==> src/rtl/nib_cmd_pkg.sv <==
package nib_cmd_pkg;

    localparam int NIB_W      = 4;
    localparam int MBOX_N     = 16;
    localparam int CMD_SLOT   = 8;
    localparam int ARG_FIRST  = 9;
    localparam int ARG_N      = MBOX_N - ARG_FIRST;
    localparam int RATE_N     = 4;
    localparam int PORT_N     = 4;

    localparam logic [NIB_W-1:0] OP_RAW   = 4'd1;
    localparam logic [NIB_W-1:0] OP_RATE  = 4'd2;
    localparam logic [NIB_W-1:0] OP_CONST = 4'd7;
    localparam logic [NIB_W-1:0] OP_SUM   = 4'd8;
    localparam logic [NIB_W-1:0] OP_SCAN  = 4'd9;

    localparam logic [NIB_W-1:0] CONST_SLOT2 = 4'hE;
    localparam logic [NIB_W-1:0] CONST_SLOT7 = 4'h6;

    typedef enum logic [3:0] {
        ST_IDLE,
        ST_DECODE,
        ST_RAW,
        ST_RATE,
        ST_CONST,
        ST_SUM,
        ST_SCAN_SET,
        ST_SCAN_LO,
        ST_SCAN_HI,
        ST_DONE
    } seq_state_e;

    typedef struct packed {
        logic [NIB_W-1:0] creds1;
        logic [NIB_W-1:0] coins1;
        logic [NIB_W-1:0] creds0;
        logic [NIB_W-1:0] coins0;
    } rate_cfg_t;

endpackage

==> src/rtl/nib_mailbox.sv <==
module nib_mailbox #(
    parameter int NW      = 4,
    parameter int ENTRIES = 16,
    parameter int AW      = $clog2(ENTRIES)
) (
    input  logic                  clk,
    input  logic                  rst_n,
    input  logic                  host_we,
    input  logic [AW-1:0]         host_addr,
    input  logic [NW-1:0]         host_wdata,
    input  logic                  host_block,
    input  logic [ENTRIES-1:0]    eng_we,
    input  logic [ENTRIES*NW-1:0] eng_wdata,
    output logic [ENTRIES*NW-1:0] mb_flat
);

    logic host_go;
    assign host_go = host_we && !host_block;

    for (genvar g = 0; g < ENTRIES; g++) begin : g_entry
        logic [NW-1:0] cell_q;

        always_ff @(posedge clk) begin
            if (!rst_n) begin
                cell_q <= '0;
            end else if (eng_we[g]) begin
                cell_q <= eng_wdata[g*NW +: NW];
            end else if (host_go && (host_addr == AW'(g))) begin
                cell_q <= host_wdata;
            end
        end

        assign mb_flat[g*NW +: NW] = cell_q;
    end

endmodule

==> src/rtl/nib_sum_chain.sv <==
module nib_sum_chain #(
    parameter int NW    = 4,
    parameter int COUNT = 7,
    parameter int SW    = 2 * NW
) (
    input  logic [COUNT*NW-1:0] args,
    output logic [SW-1:0]       total
);

    logic [SW-1:0] part [COUNT+1];

    assign part[0] = '0;

    for (genvar g = 0; g < COUNT; g++) begin : g_add
        assign part[g+1] = part[g] + SW'(args[g*NW +: NW]);
    end

    assign total = part[COUNT];

endmodule

==> src/rtl/nib_cmd_seq.sv <==
module nib_cmd_seq
    import nib_cmd_pkg::*;
#(
    parameter int NW      = 4,
    parameter int ENTRIES = 16,
    parameter int PORTS   = 4,
    parameter int NRATE   = 4
) (
    input  logic                  clk,
    input  logic                  rst_n,
    input  logic                  run,
    input  logic [NW-1:0]         cmd,
    input  logic [NRATE*NW-1:0]   rate_args,
    input  logic [2*NW-1:0]       sum_val,
    input  logic [PORTS*NW-1:0]   ports_raw,
    output logic [ENTRIES-1:0]    eng_we,
    output logic [ENTRIES*NW-1:0] eng_wdata,
    output logic                  busy,
    output logic                  done,
    output logic [NW-1:0]         out_a,
    output logic [NW-1:0]         out_b,
    output rate_cfg_t             rate_q
);

    seq_state_e state_q, state_d;

    logic [PORTS*NW-1:0] ports_inv;
    assign ports_inv = ~ports_raw;

    // state register
    always_ff @(posedge clk) begin
        if (!rst_n) begin
            state_q <= ST_IDLE;
        end else begin
            state_q <= state_d;
        end
    end

    // next-state logic
    always_comb begin
        state_d = state_q;
        unique case (state_q)
            ST_IDLE: begin
                if (run) state_d = ST_DECODE;
            end
            ST_DECODE: begin
                case (cmd)
                    OP_RAW:   state_d = ST_RAW;
                    OP_RATE:  state_d = ST_RATE;
                    OP_CONST: state_d = ST_CONST;
                    OP_SUM:   state_d = ST_SUM;
                    OP_SCAN:  state_d = ST_SCAN_SET;
                    default:  state_d = ST_DONE;
                endcase
            end
            ST_RAW:      state_d = ST_DONE;
            ST_RATE:     state_d = ST_DONE;
            ST_CONST:    state_d = ST_DONE;
            ST_SUM:      state_d = ST_DONE;
            ST_SCAN_SET: state_d = ST_SCAN_LO;
            ST_SCAN_LO:  state_d = ST_SCAN_HI;
            ST_SCAN_HI:  state_d = ST_DONE;
            ST_DONE:     state_d = ST_IDLE;
            default:     state_d = ST_IDLE;
        endcase
    end

    // registered outputs: ports and rate settings
    always_ff @(posedge clk) begin
        if (!rst_n) begin
            out_a  <= '0;
            out_b  <= '0;
            rate_q <= '{creds1: NW'(1), coins1: NW'(1),
                        creds0: NW'(1), coins0: NW'(1)};
        end else begin
            unique case (state_q)
                ST_RAW: begin
                    out_a <= rate_args[0 +: NW];
                    out_b <= rate_args[NW +: NW];
                end
                ST_RATE: begin
                    rate_q.coins0 <= rate_args[0*NW +: NW];
                    rate_q.creds0 <= rate_args[1*NW +: NW];
                    rate_q.coins1 <= rate_args[2*NW +: NW];
                    rate_q.creds1 <= rate_args[3*NW +: NW];
                end
                ST_SCAN_SET: out_a <= '0;
                ST_SCAN_LO:  out_a <= NW'(1);
                default: ;
            endcase
        end
    end

    // mailbox write-back
    always_comb begin
        eng_we    = '0;
        eng_wdata = '0;
        unique case (state_q)
            ST_RAW: begin
                for (int p = 0; p < PORTS; p++) begin
                    eng_we[p]              = 1'b1;
                    eng_wdata[p*NW +: NW]  = ports_inv[p*NW +: NW];
                end
            end
            ST_SCAN_LO: begin
                for (int p = 0; p < PORTS; p++) begin
                    eng_we[2*p]                = 1'b1;
                    eng_wdata[(2*p)*NW +: NW]  = ports_inv[p*NW +: NW];
                end
            end
            ST_SCAN_HI: begin
                for (int p = 0; p < PORTS; p++) begin
                    eng_we[2*p+1]                = 1'b1;
                    eng_wdata[(2*p+1)*NW +: NW]  = ports_inv[p*NW +: NW];
                end
            end
            ST_SUM: begin
                eng_we[0]            = 1'b1;
                eng_we[1]            = 1'b1;
                eng_wdata[0 +: NW]   = sum_val[NW +: NW];
                eng_wdata[NW +: NW]  = sum_val[0 +: NW];
            end
            ST_CONST: begin
                eng_we[2]              = 1'b1;
                eng_we[7]              = 1'b1;
                eng_wdata[2*NW +: NW]  = CONST_SLOT2;
                eng_wdata[7*NW +: NW]  = CONST_SLOT7;
            end
            default: ;
        endcase
    end

    assign busy = (state_q != ST_IDLE);
    assign done = (state_q == ST_DONE);

endmodule

==> src/rtl/nib_cmd_engine.sv <==
module nib_cmd_engine
    import nib_cmd_pkg::*;
#(
    parameter int NW      = NIB_W,
    parameter int ENTRIES = MBOX_N,
    parameter int HOST_W  = 8,
    parameter int AW      = $clog2(ENTRIES)
) (
    input  logic              clk,
    input  logic              rst_n,
    input  logic              host_we,
    input  logic [AW-1:0]     host_addr,
    input  logic [HOST_W-1:0] host_wdata,
    output logic [HOST_W-1:0] host_rdata,
    input  logic              run,
    output logic              busy,
    output logic              done,
    input  logic [NW-1:0]     in_a,
    input  logic [NW-1:0]     in_b,
    input  logic [NW-1:0]     in_c,
    input  logic [NW-1:0]     in_d,
    output logic [NW-1:0]     out_a,
    output logic [NW-1:0]     out_b,
    output logic [NW-1:0]     rate_coins0,
    output logic [NW-1:0]     rate_creds0,
    output logic [NW-1:0]     rate_coins1,
    output logic [NW-1:0]     rate_creds1
);

    localparam int ARGS_LO = ARG_FIRST * NW;
    localparam int ARGS_HI = ENTRIES * NW - 1;
    localparam int RATE_HI = (ARG_FIRST + RATE_N) * NW - 1;

    logic [ENTRIES*NW-1:0]  mb_flat;
    logic [ENTRIES-1:0]     eng_we;
    logic [ENTRIES*NW-1:0]  eng_wdata;
    logic [2*NW-1:0]        sum_val;
    logic [PORT_N*NW-1:0]   ports_raw;
    rate_cfg_t              rate_q;

    assign ports_raw = {in_d, in_c, in_b, in_a};

    nib_mailbox #(.NW(NW), .ENTRIES(ENTRIES), .AW(AW)) u_mbox (
        .clk        (clk),
        .rst_n      (rst_n),
        .host_we    (host_we),
        .host_addr  (host_addr),
        .host_wdata (host_wdata[NW-1:0]),
        .host_block (busy),
        .eng_we     (eng_we),
        .eng_wdata  (eng_wdata),
        .mb_flat    (mb_flat)
    );

    nib_sum_chain #(.NW(NW), .COUNT(ENTRIES - ARG_FIRST), .SW(2*NW)) u_sum (
        .args  (mb_flat[ARGS_HI:ARGS_LO]),
        .total (sum_val)
    );

    nib_cmd_seq #(.NW(NW), .ENTRIES(ENTRIES), .PORTS(PORT_N), .NRATE(RATE_N)) u_seq (
        .clk       (clk),
        .rst_n     (rst_n),
        .run       (run),
        .cmd       (mb_flat[CMD_SLOT*NW +: NW]),
        .rate_args (mb_flat[RATE_HI:ARGS_LO]),
        .sum_val   (sum_val),
        .ports_raw (ports_raw),
        .eng_we    (eng_we),
        .eng_wdata (eng_wdata),
        .busy      (busy),
        .done      (done),
        .out_a     (out_a),
        .out_b     (out_b),
        .rate_q    (rate_q)
    );

    assign host_rdata  = {{(HOST_W-NW){1'b1}}, mb_flat[host_addr*NW +: NW]};
    assign rate_coins0 = rate_q.coins0;
    assign rate_creds0 = rate_q.creds0;
    assign rate_coins1 = rate_q.coins1;
    assign rate_creds1 = rate_q.creds1;

endmodule

==> config.mk <==
export PLATFORM = sky130hd
export DESIGN_NAME = nib_cmd_engine
export DESIGN_NICKNAME = d
export VERILOG_FILES = /design/src/rtl/nib_cmd_pkg.sv /design/src/rtl/nib_mailbox.sv /design/src/rtl/nib_sum_chain.sv /design/src/rtl/nib_cmd_seq.sv /design/src/rtl/nib_cmd_engine.sv
export SDC_FILE = /design/constraint.sdc
export NUM_CORES = 1
export LEC_CHECK = 0
export CORE_UTILIZATION = 55
export DETAILED_ROUTE_END_ITERATION = 7
export HOLD_SLACK_MARGIN = 0.03
export PLACE_DENSITY = 0.79
export SLEW_MARGIN = 15
export SYNTH_ARGS = -nofsm -noshare
export SYNTH_HDL_FRONTEND = slang
export SYNTH_SLANG_ARGS = --single-unit
==> constraint.sdc <==
create_clock -name clk -period 10 [get_ports clk]
set_input_delay 2 -clock clk [delete_from_list [all_inputs] [get_ports clk]]
set_output_delay 2 -clock clk [all_outputs]
set_load 0.05 [all_outputs]
======== Word-level counts from Yosys, hierarchy flattened ========
Index checks and enable logic that the tools add are counted.
storage, ports and cells
  register bits after elaboration ......... 92
  input bits .............................. 32
  output and inout bits ................... 34
  logic and storage cells ................. 133
operators by class
  add/sub/neg operators ................... 6
  eq/ne operators ......................... 30
  shifts and indexed selects .............. 1
  multiplexer cells ....................... 35
  bitwise logic cells ..................... 1
  reductions and logical operators ........ 37
operators by type and width
  operator            count
  $mux 4              20
  $shiftx 64x7->4     1
  $eq 4x4->1 const B  12
  $add 8x4->8         5
  $pmux 4 s5          2
  $eq 4x3->1 const B  9
  $pmux 4 s3          3
  $pmux 4 s2          3
  $eq 4x2->1 const B  5
  $logic_and 1x1->1   17
  $not 16->16         1
  $reduce_bool 2->1   8
  $eq 4x1->1 const B  3
  $reduce_or 3->1     3
  $logic_not 4->1     2
  $mux 1              7
  $reduce_or 2->1     3
  $add 4x4->5         1
  $reduce_or 5->1     1
  $reduce_bool 4->1   1
  $reduce_bool 3->1   1
  $ne 2x2->1 const B  1
  $logic_not 1->1     1

======== Logic depth before layout (Yosys ltp) ========
  depth in word-level cells ............... 8
  mapped depth ............................ 15
  mapped depth without buffers ............ 15

======== Hierarchy ========
From an unflattened synthesis, not the netlist that was laid out.
unflattened totals
  cell total of the unflattened synthesis .. 771
  area total of the unflattened synthesis .. 6,213.5 um^2
modules (own cells, without submodules)
  module          instances  cells an instance  area an instance (um^2)  sequential area each (um^2)
  nib_mailbox     1          391                3,015.4                  1,281.2
  nib_cmd_seq     1          268                1,929.4                  560.5
  nib_sum_chain   1          68                 680.7                    0.0
  nib_cmd_engine  1          44                 588.1                    0.0

======== Least setup slack after synthesis ========
Ideal clock, no wire load.
  path kind ............................... input port to output port
  start ................................... in host_addr[0]
  end ..................................... out host_rdata[1]
  arrival ................................. 3.825 ns
  required time ........................... 8.000 ns
  path slack .............................. 4.175 ns
  stages .................................. 4
  path buffers ............................ 2
  cells stage by stage .................... buf_4 buf_1 mux4_2 mux4_2
on the way
  cells in the longest elaborated chain, start to end .. 1
ends and longest elaborated chain
  what                RTL line              text
  start: declaration  nib_cmd_engine.sv:12  input logic [AW-1:0] host_addr,
  $shiftx 64x7->4     nib_cmd_engine.sv:77  assign host_rdata = {{(HOST_W-NW){1'b1}}, mb_flat[host_addr*NW +: NW]};
  end: declaration    nib_cmd_engine.sv:14  output logic [HOST_W-1:0] host_rdata,
No other way between the ends.

======== Worst setup path after layout ========
Ends and elaborated chain as after synthesis.

==> impl_metrics.ini <==
[run_status]
status = completed

[yosys]
synth_edf_count = 0
yosysMostFrequentCell = dfxtp_1
synth_top_area_cell = dfxtp_1
avgSynthCellArea_um2 = 8.87
synthCells = 632
synth_flop_cell = dfxtp_1
synthesis.area_um2 = 5610
ys_seq_area_frac = 0.329
yosysWarnings = 0
synth-seq-cells = 92
synthArstFlopShare = 0
synth_area_leaders = dfxtp_1, mux4_2, mux2i_1
yosysUniqueCellTypes = 65
synth_top_area_share = 0.329
synth_common_cells = dfxtp_1, nor2_1, nand2_1, a21oi_1, inv_1

[pwr]
p_leak_nw = 2.36
power_switching_mw = 0.231
p_total_mw = 0.753
swShare = 0.307
seqPwrFrac = 0.511
ir_drop_mv = 0.0635
p_clk_frac = 0.328
power.internal_mw = 0.522
p_per_area_nw_per_um2 = 118
pwr-share-comb = 0.161

[die]
core_um2 = 9820
die_y_um = 103
io_pins = 66
die_w_um = 103
dieArea_um2 = 10600
std_cell_rows = 36
initial_core_util = 0.571

[global_route]
track_usage = 0.306
grt_max_degree = 47
first_global_vias = 4612
overflow = 0
grt_pass1_wl_um = 24100
antenna_found_initial = 0

[worst_setup_path]
cp_slowest_cell = clkdlybuf4s50_1
slowest_delay_ns = 0.72
critPathKind = in2out
crit_path_cell_trace = clkdlybuf4s50_1 -> buf_4 -> mux4_2 -> mux4_2 -> clkdlybuf4s50_1
worst_ep_required_time_ns = 8.00
cp.arrival_ns = 4.72
cp-end-kind = output pin
start_kind = primary input
path_max_fanout = 28

[cts]
hold_buffers = 0
worstSkewPairLatency_ns = 0.38
htreeDepth = 3
cts_tree = yes
cts_root_buffer = clkbuf_8
clk_path_buf_depth = 2
clkTransAtPathRegs_ns = 0.10
cts_resized = 0
cts_sinks = 92
cts_made_buffers = 9
post_cts_buffers = 0

[sta]
min_period_ns = 6.72
relSlewSlack = 0.247
worst_pin_slew_ns = 1.13
rsz0062_at_grt = false
fin_crit_sh = 0.672
fmax_mhz = 149
fin_setup_tns_ns = 0
fin_skew_ns = 0.00731
finalSetupViolCount = 0
final_hold_viol_count = 0
drv_slew = 0

[place]
gp_congestion = 0.927
dp_hpwl_um = 11300
port_buffers = 57
dp_cells = 780

[route]
final_antenna_net_count = 0
drt-vias-per-instance = 6.27
drc_errors = 0
wl_per_cell_um = 19.5
wirelength_um = 15500
dr.pass1.iters = 6
vias = 4989
drt_iter0_markers = 460

[layout]
final_layout_size_suffix_gt1_frac = 0.104
utilization = 0.649
fin_cells = 796
n_antenna_cell = 0
synthToLayoutAreaGrowth_pct = 13.6
nets = 717

[worst_hold_path]
hp-class = reg2reg

[run]
cap_violations = 0
## per-layer routing
| layer | vias up | track usage | share of wire |
|---|---|---|---|
| li1 | 2277 | - | - |
| met1 | 2403 | 0.392 | 0.39 |
| met2 | 269 | 0.506 | 0.49 |
| met3 | 40 | 0.0597 | 0.090 |
| met4 | 0 | 0.131 | 0.031 |
| met5 | - | 0 | 0 |
## cells in the final DEF, fill, tap and decap left out, types with 10 or more instances in the layout
cell | netlist | layout
a21oi_1 | 57 | 57
mux4_2 | 20 | 20
nand2_1 | 61 | 61
mux2i_1 | 36 | 36
nand3_1 | 20 | 20
dfxtp_1 | 92 | 92
ha_1 | 10 | 10
nor2_1 | 63 | 63
nor3_1 | 14 | 14
clkdlybuf4s50_1 | 0 | 57
o21ai_0 | 11 | 11
fa_1 | 17 | 17
clkbuf_8 | 0 | 10
inv_1 | 48 | 47
## stage by stage
step                cell area [µm²]  hold slack, ns  worst slack [ns]
finish                         6370           0.460              3.28
floorplan                      5620           0.432              4.17
CTS                            6360           0.461              3.29
global placement               6170           0.446              3.30
detailed placement             6170           0.446              3.30
global route                   6370           0.481              3.18
## sequential cells by signal (all words and copies together) (netlist names)
signal and count:
u_seq.rate_q 16, u_seq.out_b 4, u_seq.state_q 4, u_mbox.g_entry.cell_q 64, u_seq.out_a 4
## final cells by class
class / count / area (µm²)
Multi-Input combinational cell: 442 / 3360
Inverter: 49 / 186
Sequential cell: 92 / 1840
Clock inverter: 6 / 53.8
Tap cell: 133 / 166
Clock buffer: 10 / 138
Fill cell: 847 / 3450
Timing Repair Buffer: 64 / 623
## worst paths after layout
check / to / cells past startpoint / from / slack (ns)
max: host_rdata[1] / 5 / host_addr[0] / 3.28
min: u_seq.out_a[1] / 2 / u_seq.out_a[1] / 0.46
max reg2reg: u_mbox.g_entry[0].cell_q[0] / 13 / u_mbox.g_entry[9].cell_q[0] / 5.88
min reg2reg: u_seq.out_a[1] / 2 / u_seq.out_a[1] / 0.46
## power by group through the flow
stage | clock network, mW | logic, mW | registers, mW
3_3_place_gp | 0 | 0.116 | 0.392
4_1_cts | 0.247 | 0.119 | 0.384
6_report | 0.247 | 0.121 | 0.385
5_1_grt | 0.264 | 0.129 | 0.386
2_1_floorplan | 0 | 0.0896 | 0.388
3_5_place_dp | 0 | 0.118 | 0.393
## critical path, delay by kind of cell
kind | cells | cell delay [ns]
buf+inv | 3 | 1.57
mux | 2 | 1.13
## logic make-up (layout without fill, tap and decap cells)
kind of cell,after synthesis,after routing,share of synthesized area
other,1,4,0.000669
AO/OA/AOI/OAI,119,119,0.130
adder cells (fa/ha/maj),27,27,0.0830
multiplexers,56,56,0.145
buffers and inverters,101,129,0.0763
flip-flops,92,92,0.329
XOR/XNOR,7,7,0.0109
AND/OR/NAND/NOR,229,229,0.226
(Power assumes the default switching activity.)
